### config.mk
export PLATFORM = sky130hd
export DESIGN_NAME = rate_tick_gen
export DESIGN_NICKNAME = d
export VERILOG_FILES = /design/src/rtl/rtg_pkg.sv /design/src/rtl/rtg_cfg.sv /design/src/rtl/rtg_prescale.sv /design/src/rtl/rtg_mant.sv /design/src/rtl/rate_tick_gen.sv
export SDC_FILE = /design/constraint.sdc
export NUM_CORES = 1
export LEC_CHECK = 0
export ABC_AREA = 1
export BUFFER_PORTS_ARGS = -buffer_cell sky130_fd_sc_hd__buf_2
export CORE_MARGIN = 1
export CORE_UTILIZATION = 40
export CTS_BUF_LIST = sky130_fd_sc_hd__clkbuf_16
export DETAILED_ROUTE_END_ITERATION = 8
export MAX_ROUTING_LAYER = met4
export PLACE_DENSITY_LB_ADDON = 0.2
export SKIP_LAST_GASP = 1
export SLEW_MARGIN = 10
export SYNTH_ARGS = -nofsm -noshare
export SYNTH_HDL_FRONTEND = slang
export SYNTH_SLANG_ARGS = --single-unit
### constraint.sdc
create_clock -name clk -period 5.8 [get_ports clk]
set_input_delay 0.29 -clock clk [delete_from_list [all_inputs] [get_ports clk]]
set_output_delay 0.29 -clock clk [all_outputs]
set_load 0.02 [all_outputs]
### src/rtl/rtg_pkg.sv
package rtg_pkg;
  localparam int EXP_W   = 4;
  localparam int MANT_W  = 11;
  localparam int MAX_EXP = 8;
  localparam int MIN_DIV = 3;
  localparam int PRE_W   = MAX_EXP;
  localparam int DIV_W   = MANT_W + 1 + MAX_EXP;

  typedef struct packed {
    logic [EXP_W-1:0]  exp;
    logic [MANT_W-1:0] mant;
  } rate_cfg_t;

  // Bit period in system clocks for an already limited exponent.
  function automatic logic [DIV_W-1:0] period_of(logic [EXP_W-1:0] e, logic [MANT_W-1:0] m);
    return (DIV_W'(m) + DIV_W'(1)) << e;
  endfunction

  // Limit the exponent code and raise tiny divisors to the minimum.
  function automatic rate_cfg_t limit_cfg(logic [EXP_W-1:0] e, logic [MANT_W-1:0] m);
    rate_cfg_t c;
    c.exp  = (e > EXP_W'(MAX_EXP)) ? EXP_W'(MAX_EXP) : e;
    c.mant = m;
    if (period_of(c.exp, c.mant) < DIV_W'(MIN_DIV)) begin
      c.exp  = '0;
      c.mant = MANT_W'(MIN_DIV - 1);
    end
    return c;
  endfunction
endpackage

### src/rtl/rtg_cfg.sv
module rtg_cfg
  import rtg_pkg::*;
#(
  parameter int RST_EXP  = 0,
  parameter int RST_MANT = 9
) (
  input  logic              clk,
  input  logic              rst_n,
  input  logic              wr_en,
  input  logic [EXP_W-1:0]  wr_exp,
  input  logic [MANT_W-1:0] wr_mant,
  output rate_cfg_t         cfg_q
);
  localparam rate_cfg_t RST_CFG = limit_cfg(EXP_W'(RST_EXP), MANT_W'(RST_MANT));

  always_ff @(posedge clk or negedge rst_n) begin
    if (!rst_n)     cfg_q <= RST_CFG;
    else if (wr_en) cfg_q <= limit_cfg(wr_exp, wr_mant);
  end
endmodule

### src/rtl/rtg_prescale.sv
module rtg_prescale
  import rtg_pkg::*;
(
  input  logic             clk,
  input  logic             rst_n,
  input  logic             restart,
  input  logic [EXP_W-1:0] exp_code,
  output logic [PRE_W-1:0] pre_cnt,
  output logic [PRE_W-1:0] pre_mid,
  output logic             pre_strobe
);
  logic [PRE_W:0]   ratio;
  logic [PRE_W-1:0] pre_last;

  assign ratio      = (PRE_W+1)'(1) << exp_code;
  assign pre_last   = PRE_W'(ratio - (PRE_W+1)'(1));
  assign pre_mid    = PRE_W'(ratio >> 1);
  assign pre_strobe = (pre_cnt == pre_last);

  always_ff @(posedge clk or negedge rst_n) begin
    if (!rst_n)                     pre_cnt <= '0;
    else if (restart || pre_strobe) pre_cnt <= '0;
    else                            pre_cnt <= pre_cnt + PRE_W'(1);
  end
endmodule

### src/rtl/rtg_mant.sv
module rtg_mant
  import rtg_pkg::*;
(
  input  logic              clk,
  input  logic              rst_n,
  input  logic              restart,
  input  logic              pre_strobe,
  input  logic [PRE_W-1:0]  pre_cnt,
  input  logic [PRE_W-1:0]  pre_mid,
  input  logic [MANT_W-1:0] mant,
  output logic              bit_tick,
  output logic              half_tick
);
  logic [MANT_W-1:0] mant_cnt;
  logic [MANT_W:0]   factor;
  logic [MANT_W-1:0] half_cnt;
  logic [PRE_W-1:0]  half_pre;
  logic              wrap;

  assign factor   = {1'b0, mant} + (MANT_W+1)'(1);
  assign half_cnt = MANT_W'(factor >> 1);
  // Odd factor: the midpoint falls halfway through a prescale slot.
  assign half_pre = factor[0] ? pre_mid : '0;
  assign wrap     = pre_strobe && (mant_cnt == mant);

  assign bit_tick  = !restart && wrap;
  assign half_tick = !restart && (mant_cnt == half_cnt) && (pre_cnt == half_pre);

  always_ff @(posedge clk or negedge rst_n) begin
    if (!rst_n)               mant_cnt <= '0;
    else if (restart || wrap) mant_cnt <= '0;
    else if (pre_strobe)      mant_cnt <= mant_cnt + MANT_W'(1);
  end
endmodule

### src/rtl/rate_tick_gen.sv
module rate_tick_gen
  import rtg_pkg::*;
#(
  parameter int RST_EXP  = 0,
  parameter int RST_MANT = 9
) (
  input  logic              clk,
  input  logic              rst_n,
  input  logic              cfg_we,
  input  logic [EXP_W-1:0]  cfg_exp,
  input  logic [MANT_W-1:0] cfg_mant,
  output logic              bit_tick,
  output logic              half_tick
);
  rate_cfg_t        cur_cfg;
  logic [PRE_W-1:0] pre_cnt;
  logic [PRE_W-1:0] pre_mid;
  logic             pre_strobe;

  rtg_cfg #(.RST_EXP(RST_EXP), .RST_MANT(RST_MANT)) u_cfg (
    .clk(clk), .rst_n(rst_n), .wr_en(cfg_we),
    .wr_exp(cfg_exp), .wr_mant(cfg_mant), .cfg_q(cur_cfg)
  );

  rtg_prescale u_pre (
    .clk(clk), .rst_n(rst_n), .restart(cfg_we), .exp_code(cur_cfg.exp),
    .pre_cnt(pre_cnt), .pre_mid(pre_mid), .pre_strobe(pre_strobe)
  );

  rtg_mant u_mant (
    .clk(clk), .rst_n(rst_n), .restart(cfg_we), .pre_strobe(pre_strobe),
    .pre_cnt(pre_cnt), .pre_mid(pre_mid), .mant(cur_cfg.mant),
    .bit_tick(bit_tick), .half_tick(half_tick)
  );
endmodule

Word level (Yosys, flattened, before mapping). Cells that the tools add are included.

Reduce and logical (&&, ||, !) cells: 8. Equal/unequal tests: 4. Add/subtract/negate cells: 5. Divide/modulo/power cells: 0. Bitwise operators: 0. Mux-type cells: 6. Multipliers: 0. Shift operators: 2. $lt $le $gt $ge: 2.

Operator list (count): $add A11 B1 Y12 const B (2); $eq A11 B11 Y1 (2); $mux W11 (2); $lt A20 B2 Y1 const B (1); $shl A20 B4 Y20 (1); $eq A8 B8 Y1 (2); $mux W8 (2); $mux W15 (1); $add A11 B1 Y11 const B (1); $shl A1 B4 Y9 const A (1); $add A8 B1 Y8 const B (1); $sub A8 B1 Y8 const B (1); $gt A4 B4 Y1 const B (1); $logic_and A1 B1 Y1 (4); $mux W4 (1); $logic_or A1 B1 Y1 (2); $reduce_bool A2 Y1 (1); $logic_not A1 Y1 (1).

Output and inout port bits: 2. Latch bits: 0. Bits in read-only memories: 0. Memory bits (writable): 0. Flip-flop bits (word level): 34. Memories kept: 0. Input bits: 18.

Longest topological paths before layout.
Depth after elaboration: 6. Depth in mapped cells: 15. Depth with buffers taken out: 15.

By module. A second synthesis with hierarchy kept.

Cell total of the unflattened synthesis: 576. Area, all modules: 3569.7 µm².

By module, submodules not included: rtg_mant (cells each 251, instances 1, area each 1447.6 µm²); rtg_cfg (cells each 215, instances 1, area each 1405.1 µm²); rtg_prescale (cells each 110, instances 1, area each 716.9 µm²).

Worst setup path before layout. OpenSTA, ideal clock, no wires.

Kind: flip-flop to output port. Start: reg u_cfg.cfg_q[14] in the netlist's numbering. End: out bit_tick. Arrival: 2.101 ns. Buffers on the path: 1. Stages on the path, launching flop included: 11. Path slack: 3.409 ns. Required time: 5.510 ns. Path through: dfrtp_1 buf_4 nor2_4 nand2_1 ha_1 a21boi_2 o21ai_1 xor2_1 nand3_2 or2_1 nor2_1.

Longest elaborated chain between the ends: 5.

RTL lines: start: declaration (line rtg_cfg.sv:12) `output rate_cfg_t cfg_q`; start signal: assignment (line rtg_cfg.sv:18) `else if (wr_en) cfg_q <= limit_cfg(wr_exp, wr_mant);`; $shl A1 B4 Y9 (line rtg_prescale.sv:15) `assign ratio = (PRE_W+1)'(1) << exp_code;`; $sub A8 B1 Y8 (line rtg_prescale.sv:16) `assign pre_last = PRE_W'(ratio - (PRE_W+1)'(1));`; $eq A8 B8 Y1 (line rtg_prescale.sv:18) `assign pre_strobe = (pre_cnt == pre_last);`; $logic_and A1 B1 Y1 (line rtg_mant.sv:24) `assign wrap = pre_strobe && (mant_cnt == mant);`; $logic_and A1 B1 Y1 (line rtg_mant.sv:26) `assign bit_tick = !restart && wrap;`; end: declaration (line rate_tick_gen.sv:12) `output logic bit_tick,`.

No other way between the ends.

Worst setup path in the final report. Ends and elaborated chain as after synthesis.

==> run_results.csv <==
group,metric,value,unit
clocking,numCtsBuffers,5,
hold_path,hold_class,"in -> async",
grt,grt_max_degree,35,
clocking,ctsLongestPathBuffers,2,
logic_synthesis,ys_ff_latch,34,
placed_design,portBuffers,19,
logic_synthesis,yosysTopAreaCellShare,0.271,
sta,fmax,0.357,GHz
floorplan,die-area,7730,µm²
floorplan,fp.dieH,87.9,µm
clocking,cts.sinks,34,
grt,grt_overflow_total,0,
clocking,ctsHoldBuffers,0,
grt,grt_usage,0.205,
power_and_ir_drop,cellLeakagePower,1.61,nW
logic_synthesis,yosysWarnings,0,
clocking,post_cts_resized,0,
sta,max_slew_margin,0.491,
logic_synthesis,synthCells,460,
floorplan,die_w,87.9,µm
sta,setup_viol,0,
worst_setup_path,cp.required,5.51,ns
final_layout,fillers,738,
final_layout,antennaDiodeCount,0,
logic_synthesis,yosysUniqueCellTypes,31,
final_layout,drive_gt1_frac,0.0960,
sta,rsz0062_at_grt,"false",
power_and_ir_drop,irDropWorstVdd,0.000107,V
worst_setup_path,cpPeakStageDelay,0.47,ns
detailed_routing,ant_nets,0,
worst_setup_path,cp_num_buf_inv,1,
detailed_routing,drt-total-wl,7000,µm
logic_synthesis,synth_area,2950,µm²
clocking,clock_tree.root_cell,"clkbuf_16",
clocking,clock_latency,0.28,ns
clocking,post_cts_buffers,0,
final_layout,final_util,0.470,
logic_synthesis,ys_seq_area_frac,0.289,
worst_setup_path,cp-start-kind,"flip-flop",
clocking,cts_max_level,2,
placed_design,gp_congestion,0.955,
worst_setup_path,crit_type,"reg -> out",
logic_synthesis,synth_top_area_cell,"dfrtp_1",
sta,tightest_slew,0.764,ns
flow_run,cap_violations,0,
logic_synthesis,synth_area_leaders,"dfrtp_1 27%, nand2_1 18%, xor2_1 9.5%",
detailed_routing,dr.pass1.iters,4,
worst_setup_path,worstSetupEndpointType,"output port",
worst_setup_path,path_cells,"nor2_4 -> nand2_1 -> ha_1 -> a21boi_2 -> o21ai_1 -> xor2_1 -> nand3_2 -> or2_1 -> nor2_1 -> buf_2",
clocking,cts_tree,"done",
worst_setup_path,worstPathArrival,2.51,ns
logic_synthesis,postSynthNetCount,483,
worst_setup_path,cpLargestDelayFamily,"simple AND/OR/NAND/NOR gates",
final_layout,seq_area,853,µm²
sta,hold_violations,0,
detailed_routing,first_iter_violations,119,
logic_synthesis,avgSynthCellArea,6.42,µm²
detailed_routing,viasPerCell,4.94,
grt,antenna_found_initial,0,
floorplan,ios,20,
sta,setup_tns,0,ns
detailed_routing,route.detailed.drc,0,
final_layout,multiInputGateArea,1860,µm²
grt,grt_pass1_vias,2587,
power_and_ir_drop,power.density,199,nW/µm²
final_layout,synthToLayoutAreaGrowth,10.6,%
sta,post-route-min-period,2.80,ns
sta,maxSlewViolCount,0,
detailed_routing,routedWlPerCell,12.2,µm
placed_design,hpwl,5360,µm
grt,grt_pass1_wl,12000,µm
worst_setup_path,cp_max_fo,7,
floorplan,start_util,0.425,
outcome,status,"finished clean",
clocking,clk_pin_slew,0.05,ns
worst_setup_path,cpMaxStageDelayCell,"dfrtp_1",
detailed_routing,via_count,2840,
final_layout,nets,501,
sta,finClkSkew,0.00697,ns
floorplan,rows,30,
floorplan,core,6940,µm²
sta,min_period_over_period,0.483,
-- cells in the mapped netlist, drive strengths merged --
library cell and n:
nor3b 1, dfstp 2, clkbuf 4, dfrtp 32, inv 55, nand3 37
nand3b 1, ha 5, buf 4, nor4 2, nor3 11, a21oi 6
nand4 13, a21boi 1, xnor2 11, or2 1, nand2 147, o22ai 6
nor2 57, xor2 32, o21ai 32
-- cells by family (layout without fill, tap and decap cells) --
logic type	after synthesis	count (layout)	share of synthesized area
adders and majority gates	5	5	0.0212
DFF	34	34	0.289
buffers and inverters	63	82	0.0830
and+or+nand+nor	270	270	0.397
xor gates and xnor gates	43	43	0.127
AOI/OAI and AO/OA	45	45	0.0822
-- cells in the final DEF (no fill, tap or decap), types with 11 or more instances in the layout --
| master | instances |
|---|---|
| o21ai_0 | 24 |
| nand2_1 | 144 |
| xor2_1 | 32 |
| nor2_1 | 51 |
| dfrtp_1 | 32 |
| nand4_1 | 13 |
| xnor2_1 | 11 |
| inv_1 | 52 |
| nand3_1 | 34 |
| buf_2 | 19 |
-- stage by stage --
| stage | area [µm²] | hold WS (ns) | setup slack (ns) | cells | total power [mW] |
|---|---|---|---|---|---|
| 5_1_grt | 3270 | 0.149 | 2.80 | 575 | 0.684 |
| 3_3_place_gp | 3130 | 0.407 | 3.30 | 567 | 0.405 |
| 6_report | 3270 | 0.0850 | 3.00 | 575 | 0.651 |
| 4_1_cts | 3270 | 0.114 | 2.97 | 575 | 0.654 |
| 3_5_place_dp | 3130 | 0.406 | 3.27 | 567 | 0.406 |
| 2_1_floorplan | 2950 | -0.00559 | 3.41 | 460 | 0.369 |
-- state kept, by name, indices dropped and copies added, names as in the netlist --
| name | count |
|---|---|
| u_cfg.cfg_q | 15 |
| u_mant.mant_cnt | 11 |
| u_pre.pre_cnt | 8 |
-- report_power, final --
part           switching, mW  internal, mW
registers             0.0172         0.249
logic                 0.0857        0.0498
clock network         0.0949         0.154
-- per-layer routing --
layer / track usage / up-vias / part of all wire
met2: 0.328 / 61 / 0.45
met4: 0.0611 / 0 / 0.017
met5: - / - / 0
met1: 0.268 / 1266 / 0.50
li1: - / 1505 / -
met3: 0.0283 / 8 / 0.031
-- cell type report --
cell class	count	share of cell area
Multi-Input combinational cell	363	0.568
Sequential cell	34	0.261
Inverter	55	0.0632
Clock buffer	5	0.0383
Tap cell	96	0.0368
Timing Repair Buffer	19	0.0291
Clock inverter	3	0.00345
-- path summary, 6_finish.rpt --
path	startpoint	to	slack [ns]	depth (start not counted)
min in group clk	cfg_mant[3]	u_cfg.cfg_q[3]$_DFFE_PN1P_	0.29	3
worst max register to register	u_cfg.cfg_q[14]$_DFFE_PN0P_	u_mant.mant_cnt[3]$_DFFE_PN0P_	3.36	11
worst max-delay path	u_cfg.cfg_q[14]$_DFFE_PN0P_	bit_tick	3.00	10
worst min register to register	u_cfg.cfg_q[0]$_DFFE_PN1P_	u_cfg.cfg_q[0]$_DFFE_PN1P_	0.53	2
worst min-delay path	rst_n	u_pre.pre_cnt[3]$_DFF_PN0_	0.08	1
max in group asynchronous	rst_n	u_cfg.cfg_q[8]$_DFFE_PN0P_	5.22	1
-- worst reg2reg max path: cells and delay by family, from the launching register on --
family / cells / cell delay [ns]
and+or+nand+nor: 5 / 0.78
AOI/OAI and AO/OA: 3 / 0.52
buffers and inverters: 1 / 0.15
xor gates and xnor gates: 1 / 0.19
adders and majority gates: 1 / 0.24
DFF: 1 / 0.47
No activity file was read; power rests on OpenSTA's default activity.
